===== src/rtl/spi_reg_pkg.sv =====
package spi_reg_pkg;
    // control register field positions; the port reads them back in place
    localparam int CTRL_LSB_BIT  = 6;
    localparam int CTRL_4W_BIT   = 3;

    typedef enum logic [2:0] {
        ST_IDLE,
        ST_HDR,
        ST_WR,
        ST_RD,
        ST_DONE
    } xfer_state_t;
endpackage


===== src/rtl/spi_edge_sync.sv =====
module spi_edge_sync #(
    parameter int STAGES = 2
) (
    input  logic clk,
    input  logic rst_n,
    input  logic cs_n,
    input  logic sclk,
    input  logic sdi,
    output logic cs_act,
    output logic sclk_rise,
    output logic sclk_fall,
    output logic sdi_s
);
    logic [STAGES:0] cs_q;
    logic [STAGES:0] sclk_q;
    logic [STAGES:0] sdi_q;

    always_ff @(posedge clk or negedge rst_n) begin
        if (!rst_n) begin
            cs_q   <= '1;
            sclk_q <= '0;
            sdi_q  <= '0;
        end else begin
            cs_q   <= {cs_q[STAGES-1:0], cs_n};
            sclk_q <= {sclk_q[STAGES-1:0], sclk};
            sdi_q  <= {sdi_q[STAGES-1:0], sdi};
        end
    end

    assign cs_act    = ~cs_q[STAGES-1];
    assign sclk_rise = sclk_q[STAGES-1] & ~sclk_q[STAGES];
    assign sclk_fall = ~sclk_q[STAGES-1] & sclk_q[STAGES];
    assign sdi_s     = sdi_q[STAGES-1];
endmodule


===== src/rtl/spi_reg_file.sv =====
module spi_reg_file
    import spi_reg_pkg::*;
#(
    parameter int NUM_REGS = 8,
    parameter int ADDR_W   = 5,
    parameter int BYTE_W   = 8
) (
    input  logic              clk,
    input  logic              rst_n,
    input  logic              wr_en,
    input  logic [ADDR_W-1:0] wr_addr,
    input  logic [BYTE_W-1:0] wr_data,
    input  logic [ADDR_W-1:0] rd_addr,
    output logic [BYTE_W-1:0] rd_data,
    output logic              lsb_first,
    output logic              four_wire
);
    logic [BYTE_W-1:0] regs [1:NUM_REGS-1];

    always_ff @(posedge clk or negedge rst_n) begin
        if (!rst_n) begin
            lsb_first <= 1'b0;
            four_wire <= 1'b0;
        end else if (wr_en && wr_addr == '0) begin
            lsb_first <= wr_data[CTRL_LSB_BIT];
            four_wire <= wr_data[CTRL_4W_BIT];
        end
    end

    always_ff @(posedge clk or negedge rst_n) begin
        if (!rst_n) begin
            for (int i = 1; i < NUM_REGS; i++) regs[i] <= '0;
        end else if (wr_en) begin
            for (int i = 1; i < NUM_REGS; i++)
                if (wr_addr == ADDR_W'(i)) regs[i] <= wr_data;
        end
    end

    always_comb begin
        rd_data = '0;
        if (rd_addr == '0) begin
            rd_data[CTRL_LSB_BIT] = lsb_first;
            rd_data[CTRL_4W_BIT]  = four_wire;
        end
        for (int i = 1; i < NUM_REGS; i++)
            if (rd_addr == ADDR_W'(i)) rd_data = regs[i];
    end

    // a write to register 0 lands in the order bit on the next cycle
    assert_ctrl_capture_R6: assert property (@(posedge clk) disable iff (!rst_n)
        (wr_en && wr_addr == '0) |=> (lsb_first == $past(wr_data[CTRL_LSB_BIT])
                                      && four_wire == $past(wr_data[CTRL_4W_BIT])));

    // the control bits move only on a register-0 write
    assert_ctrl_hold_R10: assert property (@(posedge clk) disable iff (!rst_n)
        !(wr_en && wr_addr == '0) |=> ($stable(lsb_first) && $stable(four_wire)));
endmodule


===== src/rtl/spi_xfer_ctrl.sv =====
module spi_xfer_ctrl
    import spi_reg_pkg::*;
#(
    parameter int ADDR_W = 5,
    parameter int BYTE_W = 8
) (
    input  logic              clk,
    input  logic              rst_n,
    input  logic              cs_act,
    input  logic              sclk_rise,
    input  logic              sclk_fall,
    input  logic              sdi,
    input  logic              lsb_first,
    input  logic              four_wire,
    input  logic [BYTE_W-1:0] rd_data,
    output logic [ADDR_W-1:0] rd_addr,
    output logic              wr_en,
    output logic [ADDR_W-1:0] wr_addr,
    output logic [BYTE_W-1:0] wr_data,
    output logic              out_bit,
    output logic              sdio_oe,
    output logic              sdo_oe
);
    localparam int CNT_W = $clog2(BYTE_W);
    localparam int LEN_W = BYTE_W - 1 - ADDR_W;

    xfer_state_t state, state_nx;

    logic [CNT_W-1:0]  bit_cnt;
    logic [LEN_W-1:0]  len_q, byte_cnt;
    logic [ADDR_W-1:0] addr_q, addr_step;
    logic [BYTE_W-1:0] shin_q, shout_q, byte_nx;
    logic              out_q;
    logic              byte_end, last_byte, hdr_rw;
    logic [LEN_W-1:0]  hdr_len;
    logic [ADDR_W-1:0] hdr_addr;

    // shifting from the far end in LSB-first order lands bits in place
    assign byte_nx   = lsb_first ? {sdi, shin_q[BYTE_W-1:1]} : {shin_q[BYTE_W-2:0], sdi};
    assign byte_end  = sclk_rise && (bit_cnt == CNT_W'(BYTE_W-1));
    assign last_byte = (byte_cnt == len_q);
    assign addr_step = lsb_first ? addr_q - 1'b1 : addr_q + 1'b1;
    assign hdr_rw    = byte_nx[BYTE_W-1];
    assign hdr_len   = byte_nx[BYTE_W-2 -: LEN_W];
    assign hdr_addr  = byte_nx[ADDR_W-1:0];

    // state register
    always_ff @(posedge clk or negedge rst_n) begin
        if (!rst_n) state <= ST_IDLE;
        else        state <= state_nx;
    end

    always_comb begin
        state_nx = state;
        unique case (state)
            ST_IDLE: if (cs_act) state_nx = ST_HDR;
            ST_HDR:  if (byte_end) state_nx = hdr_rw ? ST_RD : ST_WR;
            ST_WR,
            ST_RD:   if (byte_end && last_byte) state_nx = ST_DONE;
            ST_DONE: state_nx = ST_DONE;
            default: state_nx = ST_IDLE;
        endcase
        if (!cs_act) state_nx = ST_IDLE;
    end

    // datapath
    always_ff @(posedge clk or negedge rst_n) begin
        if (!rst_n) begin
            bit_cnt  <= '0;
            byte_cnt <= '0;
            len_q    <= '0;
            addr_q   <= '0;
            shin_q   <= '0;
            shout_q  <= '0;
            out_q    <= 1'b0;
        end else if (!cs_act || state == ST_IDLE) begin
            bit_cnt  <= '0;
            byte_cnt <= '0;
            shin_q   <= '0;
        end else begin
            if (sclk_rise && (state == ST_HDR || state == ST_WR || state == ST_RD))
                bit_cnt <= bit_cnt + 1'b1;
            if (sclk_rise && (state == ST_HDR || state == ST_WR))
                shin_q <= byte_nx;
            if (byte_end && state == ST_HDR) begin
                len_q   <= hdr_len;
                addr_q  <= hdr_addr;
                shout_q <= rd_data;
            end
            if (byte_end && (state == ST_WR || state == ST_RD)) begin
                byte_cnt <= byte_cnt + 1'b1;
                addr_q   <= addr_step;
                if (state == ST_RD) shout_q <= rd_data;
            end
            if (sclk_fall && state == ST_RD) begin
                out_q   <= lsb_first ? shout_q[0] : shout_q[BYTE_W-1];
                shout_q <= lsb_first ? (shout_q >> 1) : (shout_q << 1);
            end
        end
    end

    assign rd_addr = (state == ST_HDR) ? hdr_addr : addr_step;
    assign wr_en   = cs_act && (state == ST_WR) && byte_end;
    assign wr_addr = addr_q;
    assign wr_data = byte_nx;

    // outputs
    always_comb begin
        out_bit = out_q;
        sdio_oe = 1'b0;
        sdo_oe  = 1'b0;
        unique case (state)
            ST_RD: begin
                sdio_oe = ~four_wire;
                sdo_oe  = four_wire;
            end
            ST_IDLE, ST_HDR, ST_WR, ST_DONE: ;
            default: ;
        endcase
    end

    // losing chip select empties the transfer and releases both pins
    assert_abort_idle_R9: assert property (@(posedge clk) disable iff (!rst_n)
        !cs_act |=> (state == ST_IDLE && !sdio_oe && !sdo_oe));

    // a write leaves the counter at a byte boundary
    assert_wr_boundary_R3: assert property (@(posedge clk) disable iff (!rst_n)
        wr_en |=> (bit_cnt == '0));

    // driving starts only as the command byte completes
    assert_oe_after_hdr_R8: assert property (@(posedge clk) disable iff (!rst_n)
        $rose(sdio_oe || sdo_oe) |-> ($past(state) == ST_HDR));

    // the read bit changes only on a falling serial edge
    assert_out_on_fall_R4: assert property (@(posedge clk) disable iff (!rst_n)
        (!sclk_fall && cs_act && state != ST_IDLE) |=> $stable(out_bit));
endmodule


===== src/rtl/spi_reg_slave.sv =====
module spi_reg_slave
    import spi_reg_pkg::*;
#(
    parameter int NUM_REGS    = 8,
    parameter int SYNC_STAGES = 2
) (
    input  logic clk,
    input  logic rst_n,
    input  logic cs_n,
    input  logic sclk,
    input  logic sdio_in,
    output logic sdio_out,
    output logic sdio_oe,
    output logic sdo_out,
    output logic sdo_oe
);
    localparam int ADDR_W = 5;
    localparam int BYTE_W = 8;

    logic              cs_act, sclk_rise, sclk_fall, sdi_s;
    logic              lsb_first, four_wire, wr_en, out_bit;
    logic [ADDR_W-1:0] rd_addr, wr_addr;
    logic [BYTE_W-1:0] rd_data, wr_data;

    spi_edge_sync #(.STAGES(SYNC_STAGES)) u_sync (
        .clk(clk), .rst_n(rst_n), .cs_n(cs_n), .sclk(sclk), .sdi(sdio_in),
        .cs_act(cs_act), .sclk_rise(sclk_rise), .sclk_fall(sclk_fall), .sdi_s(sdi_s)
    );

    spi_reg_file #(.NUM_REGS(NUM_REGS), .ADDR_W(ADDR_W), .BYTE_W(BYTE_W)) u_regs (
        .clk(clk), .rst_n(rst_n), .wr_en(wr_en), .wr_addr(wr_addr), .wr_data(wr_data),
        .rd_addr(rd_addr), .rd_data(rd_data), .lsb_first(lsb_first), .four_wire(four_wire)
    );

    spi_xfer_ctrl #(.ADDR_W(ADDR_W), .BYTE_W(BYTE_W)) u_ctrl (
        .clk(clk), .rst_n(rst_n), .cs_act(cs_act), .sclk_rise(sclk_rise),
        .sclk_fall(sclk_fall), .sdi(sdi_s), .lsb_first(lsb_first), .four_wire(four_wire),
        .rd_data(rd_data), .rd_addr(rd_addr), .wr_en(wr_en), .wr_addr(wr_addr),
        .wr_data(wr_data), .out_bit(out_bit), .sdio_oe(sdio_oe), .sdo_oe(sdo_oe)
    );

    assign sdio_out = out_bit;
    assign sdo_out  = out_bit;

    // at most one pin drives read data
    assert_one_driver_R7: assert property (@(posedge clk) disable iff (!rst_n)
        !(sdio_oe && sdo_oe));
endmodule


===== config.mk =====
export PLATFORM = sky130hd
export DESIGN_NAME = spi_reg_slave
export DESIGN_NICKNAME = d
export VERILOG_FILES = /design/src/rtl/spi_reg_pkg.sv /design/src/rtl/spi_edge_sync.sv /design/src/rtl/spi_reg_file.sv /design/src/rtl/spi_xfer_ctrl.sv /design/src/rtl/spi_reg_slave.sv
export SDC_FILE = /design/constraint.sdc
export NUM_CORES = 1
export LEC_CHECK = 0
export ABC_CLOCK_PERIOD_IN_PS = 3030
export BUFFER_PORTS_ARGS = -buffer_cell sky130_fd_sc_hd__buf_4
export CORE_AREA = 2 2 95 97
export CTS_CLUSTER_SIZE = 30
export DETAILED_ROUTE_END_ITERATION = 16
export DIE_AREA = 0 0 97 99
export GPL_TIMING_DRIVEN = 0
export HOLD_SLACK_MARGIN = 0.15
export PLACE_DENSITY = 0.74
export SYNTH_ARGS = -nofsm -noshare
export SYNTH_HDL_FRONTEND = slang
export SYNTH_SLANG_ARGS = --single-unit

===== constraint.sdc =====
create_clock -name clk -period 3.03 [get_ports clk]
set_input_delay 0.303 -clock clk [delete_from_list [all_inputs] [get_ports clk]]
set_output_delay 0.303 -clock clk [all_outputs]
set_load 0.005 [all_outputs]

==> reports/metrics.cfg <==
[yosys]
synth_cell_types = 65
synthMuxAreaShare_pct = 14.36
synth_warnings = 0
ys_ff_latch = 97
yosysTopAreaCellShare_pct = 47.62
synthArstFlopShare_pct = 100.0
syn_area_mm2 = 0.004992
synth_area_leaders = dfrtp_1 48%, mux2_2 8.8%, nand2_1 5.3%
synth_compound_area_share_pct = 15.41
synth.largest_area_cell = dfrtp_1
synth_commonest_cells = 95 x dfrtp_1, 70 x nand2_1, 46 x o21ai_0, 39 x mux2_2, 36 x nor2_1
syn_inst = 492
syn_area_per_cell_um2 = 10.15
synth-adder-area-share_pct = 1.754
synth_top_family_by_area = compound AO/OA/AOI/OAI gates
synth_xor_xnor_area_share_pct = 1.228
syn_nets = 504
synth-seq-area-share_pct = 48.67
synthSimpleGateAreaFrac_pct = 14.26
synth_edf_count = 0
synth.most_common_cell = dfrtp_1
ys.flop_type = dfrtp_1

[drt]
routed_wl_mm = 11.98
postRouteAntennaNets = 0
drtPass1Iterations = 5
drt-initial-drc-count = 442
dr_total_vias = 3837
viasPerCell = 6.120
post-route-drc-count = 0
wl_per_cell_um = 19.11

[hold_path]
min_path_type = in -> async

[grt]
track_usage_pct = 26.53
grt_max_degree = 98
grt_pass1_wl_mm = 20.03
antenna_found_initial = 0
grt.overflow.total = 0
first_global_vias = 3775

[pwr]
seq_power_share_pct = 57.8
power.density_mw_per_mm2 = 416.0
switchingPower_uw = 542.9
finalPower_uw = 2258
vdd_drop_max_uv = 328.8
power.leakage_uw = 0.002408
p_int_uw = 1715
clkPwrFrac_pct = 38.4
pwr-share-comb_pct = 3.8
power_switching_share_pct = 24.04

[floorplanning]
dieArea_mm2 = 0.009603
start_util_pct = 58.38
die_y_um = 99
ios = 9
fp.dieW_um = 97
rows = 34
core_region_area_mm2 = 0.008551

[worst_setup_path]
cp_cell_sequence = buf_4, mux2i_1, clkbuf_1, nand3b_1, and2_1, buf_2, o21ai_0, a21oi_1, o31ai_1
startpoint_type = flip-flop
cp-end-kind = flip-flop
r2r_slack_ps = 140
r2r-end = u_ctrl.shout_q[4]$_DFFE_PN0P_
cp.arrival_ps = 3160
crit_path_max_incr_delay_ps = 510
crit_fanout = 10
worst-r2r-cell-count = 9
r2r_start = u_regs.lsb_first$_DFFE_PN0P_
endpoint = u_ctrl.shout_q[4]$_DFFE_PN0P_
cp.required_ps = 3300
crit_type = reg -> reg
startpoint = u_regs.lsb_first$_DFFE_PN0P_
slowest_stage = clkbuf_1

[placed_design]
dp_cells = 608
portBuffers = 8
gp_congestion = 0.9100
dp_hpwl_mm = 8.266

[layout]
final_core_util_pct = 63.48
final_net_count = 526
stdcell_count = 627
multi_input_area_mm2 = 0.002355
area_growth_syn_to_layout_pct = 8.722
seq_area_mm2 = 0.002431
diodes = 0
drive_gt1_share_pct = 18.30
num-fill-cells = 681

[run_status]
status = finished, final reports clean

[timing]
fin_crit_sh_pct = 95.40
fin_setup_tns_ps = 0
finClkSkew_ps = 6.790
finalSetupViolCount = 0
tightest_slew_ps = 1221
final_max_slew_viol_count = 0
slew_headroom_pct = 18.59
fmax_mhz = 345.9
hold_viol = 0
finalCriticalPeriod_ps = 2891

[clock_tree]
cts_tree = yes
cts_made_buffers = 9
clock_latency_ps = 360
cts_buffer_depth = 2
root_buffer = clkbuf_8
clk_pin_slew_ps = 100
clock_sinks = 97
cts-htree-levels = 3
post-cts-setup-buffers = 0

[flow_run]
drv_cap = 0

==> critical path: cells and delay by family, from the launching register on <==
kind | cells | cell delay [ps]
simple gates | 2 | 640
buf+inv | 3 | 890
mux | 1 | 250
flops | 1 | 330
compound gates | 3 | 670
==> cell families (layout without fill, tap and decap cells) <==
logic type | count (synthesis) | in the layout
xor+xnor | 7 | 7
flops | 97 | 97
simple gates | 153 | 153
compound gates | 121 | 121
fa+ha+maj | 7 | 7
mux | 65 | 65
buf+inv | 42 | 69
==> routing by layer <==
metal  up-vias  global-route usage [%]  share of wire, %
met4         0                   8.559               1.3
met3        16                   3.759               6.0
met5         -                       0                 0
met2       141                   40.33                47
met1      1901                   39.71                46
li1       1779                       -                 -
==> how the worst min path moves through the flow <==
stage,from,to,cells past startpoint
CTS,rst_n,u_regs.regs[50]$_DFFE_PN0P_,1
finish,rst_n,u_ctrl.wr_addr[2]$_DFFE_PN0P_,1
detailed placement,u_sync.sdi_q[0]$_DFF_PN0_,u_sync.sdi_q[1]$_DFF_PN0_,0
floorplan,rst_n,u_ctrl.bit_cnt[0]$_DFFE_PN0P_,0
global route,rst_n,u_ctrl.wr_addr[2]$_DFFE_PN0P_,1
global placement,u_sync.sdi_q[0]$_DFF_PN0_,u_sync.sdi_q[1]$_DFF_PN0_,0
==> power groups by stage <==
stage               combinational (uW)  clock (uW)  sequential (uW)
floorplan                         39.8           0             1330
global placement                  81.8           0             1330
detailed placement                83.7           0             1330
CTS                               86.8         871             1300
global route                      96.4         936             1310
finish                            86.7         867             1300
==> through the flow <==
| step | hold slack, ps | area, um2 | worst slack, ps |
|---|---|---|---|
| detailed placement | 334.7 | 5187 | 205.2 |
| global placement | 332.1 | 5187 | 230.1 |
| finish | 147.6 | 5428 | 139.3 |
| global route | 270.9 | 5428 | -2.130 |
| floorplan | 7.409 | 4992 | 649.7 |
| CTS | 224.9 | 5419 | 147.4 |
==> area by class of cell <==
cell class	instances	area share, %
Buffer	35	3.481
Clock buffer	9	2.282
Clock inverter	7	1.429
Inverter	7	0.4841
Multi-Input combinational cell	353	43.38
Sequential cell	97	44.79
Tap cell	108	2.490
Timing Repair Buffer	11	1.660
==> state kept, by name, summed over array words and instances (netlist names) <==
name              cells
u_sync.cs_q           2
u_sync.sclk_q         3
u_regs.regs          56
u_regs.four_wire      1
u_ctrl.byte_cnt       2
u_ctrl.wr_addr        5
u_ctrl.len_q          2
u_ctrl.bit_cnt        3
u_regs.lsb_first      1
u_ctrl.out_bit        1
u_ctrl.shout_q        8
u_ctrl.shin_q         8
u_sync.sdi_q          2
u_ctrl.state          3
==> layout by cell type (no fill, tap or decap), types with 9 or more instances in the layout <==
cell       n
buf_4     13
clkbuf_8   9
mux2i_1   24
mux2_2    39
nor3_1    10
dfrtp_1   94
a21oi_1   27
o21ai_0   46
nand2_1   70
clkbuf_1  18
nor2_1    36
==> repair_timing <==
action                                  CTS  global route
gates resized for setup                   0             2
hold endpoints to repair                  3             0
hold buffers                              3             0
endpoints found under the setup margin    0             7
Power figures use the tool's default switching activity.
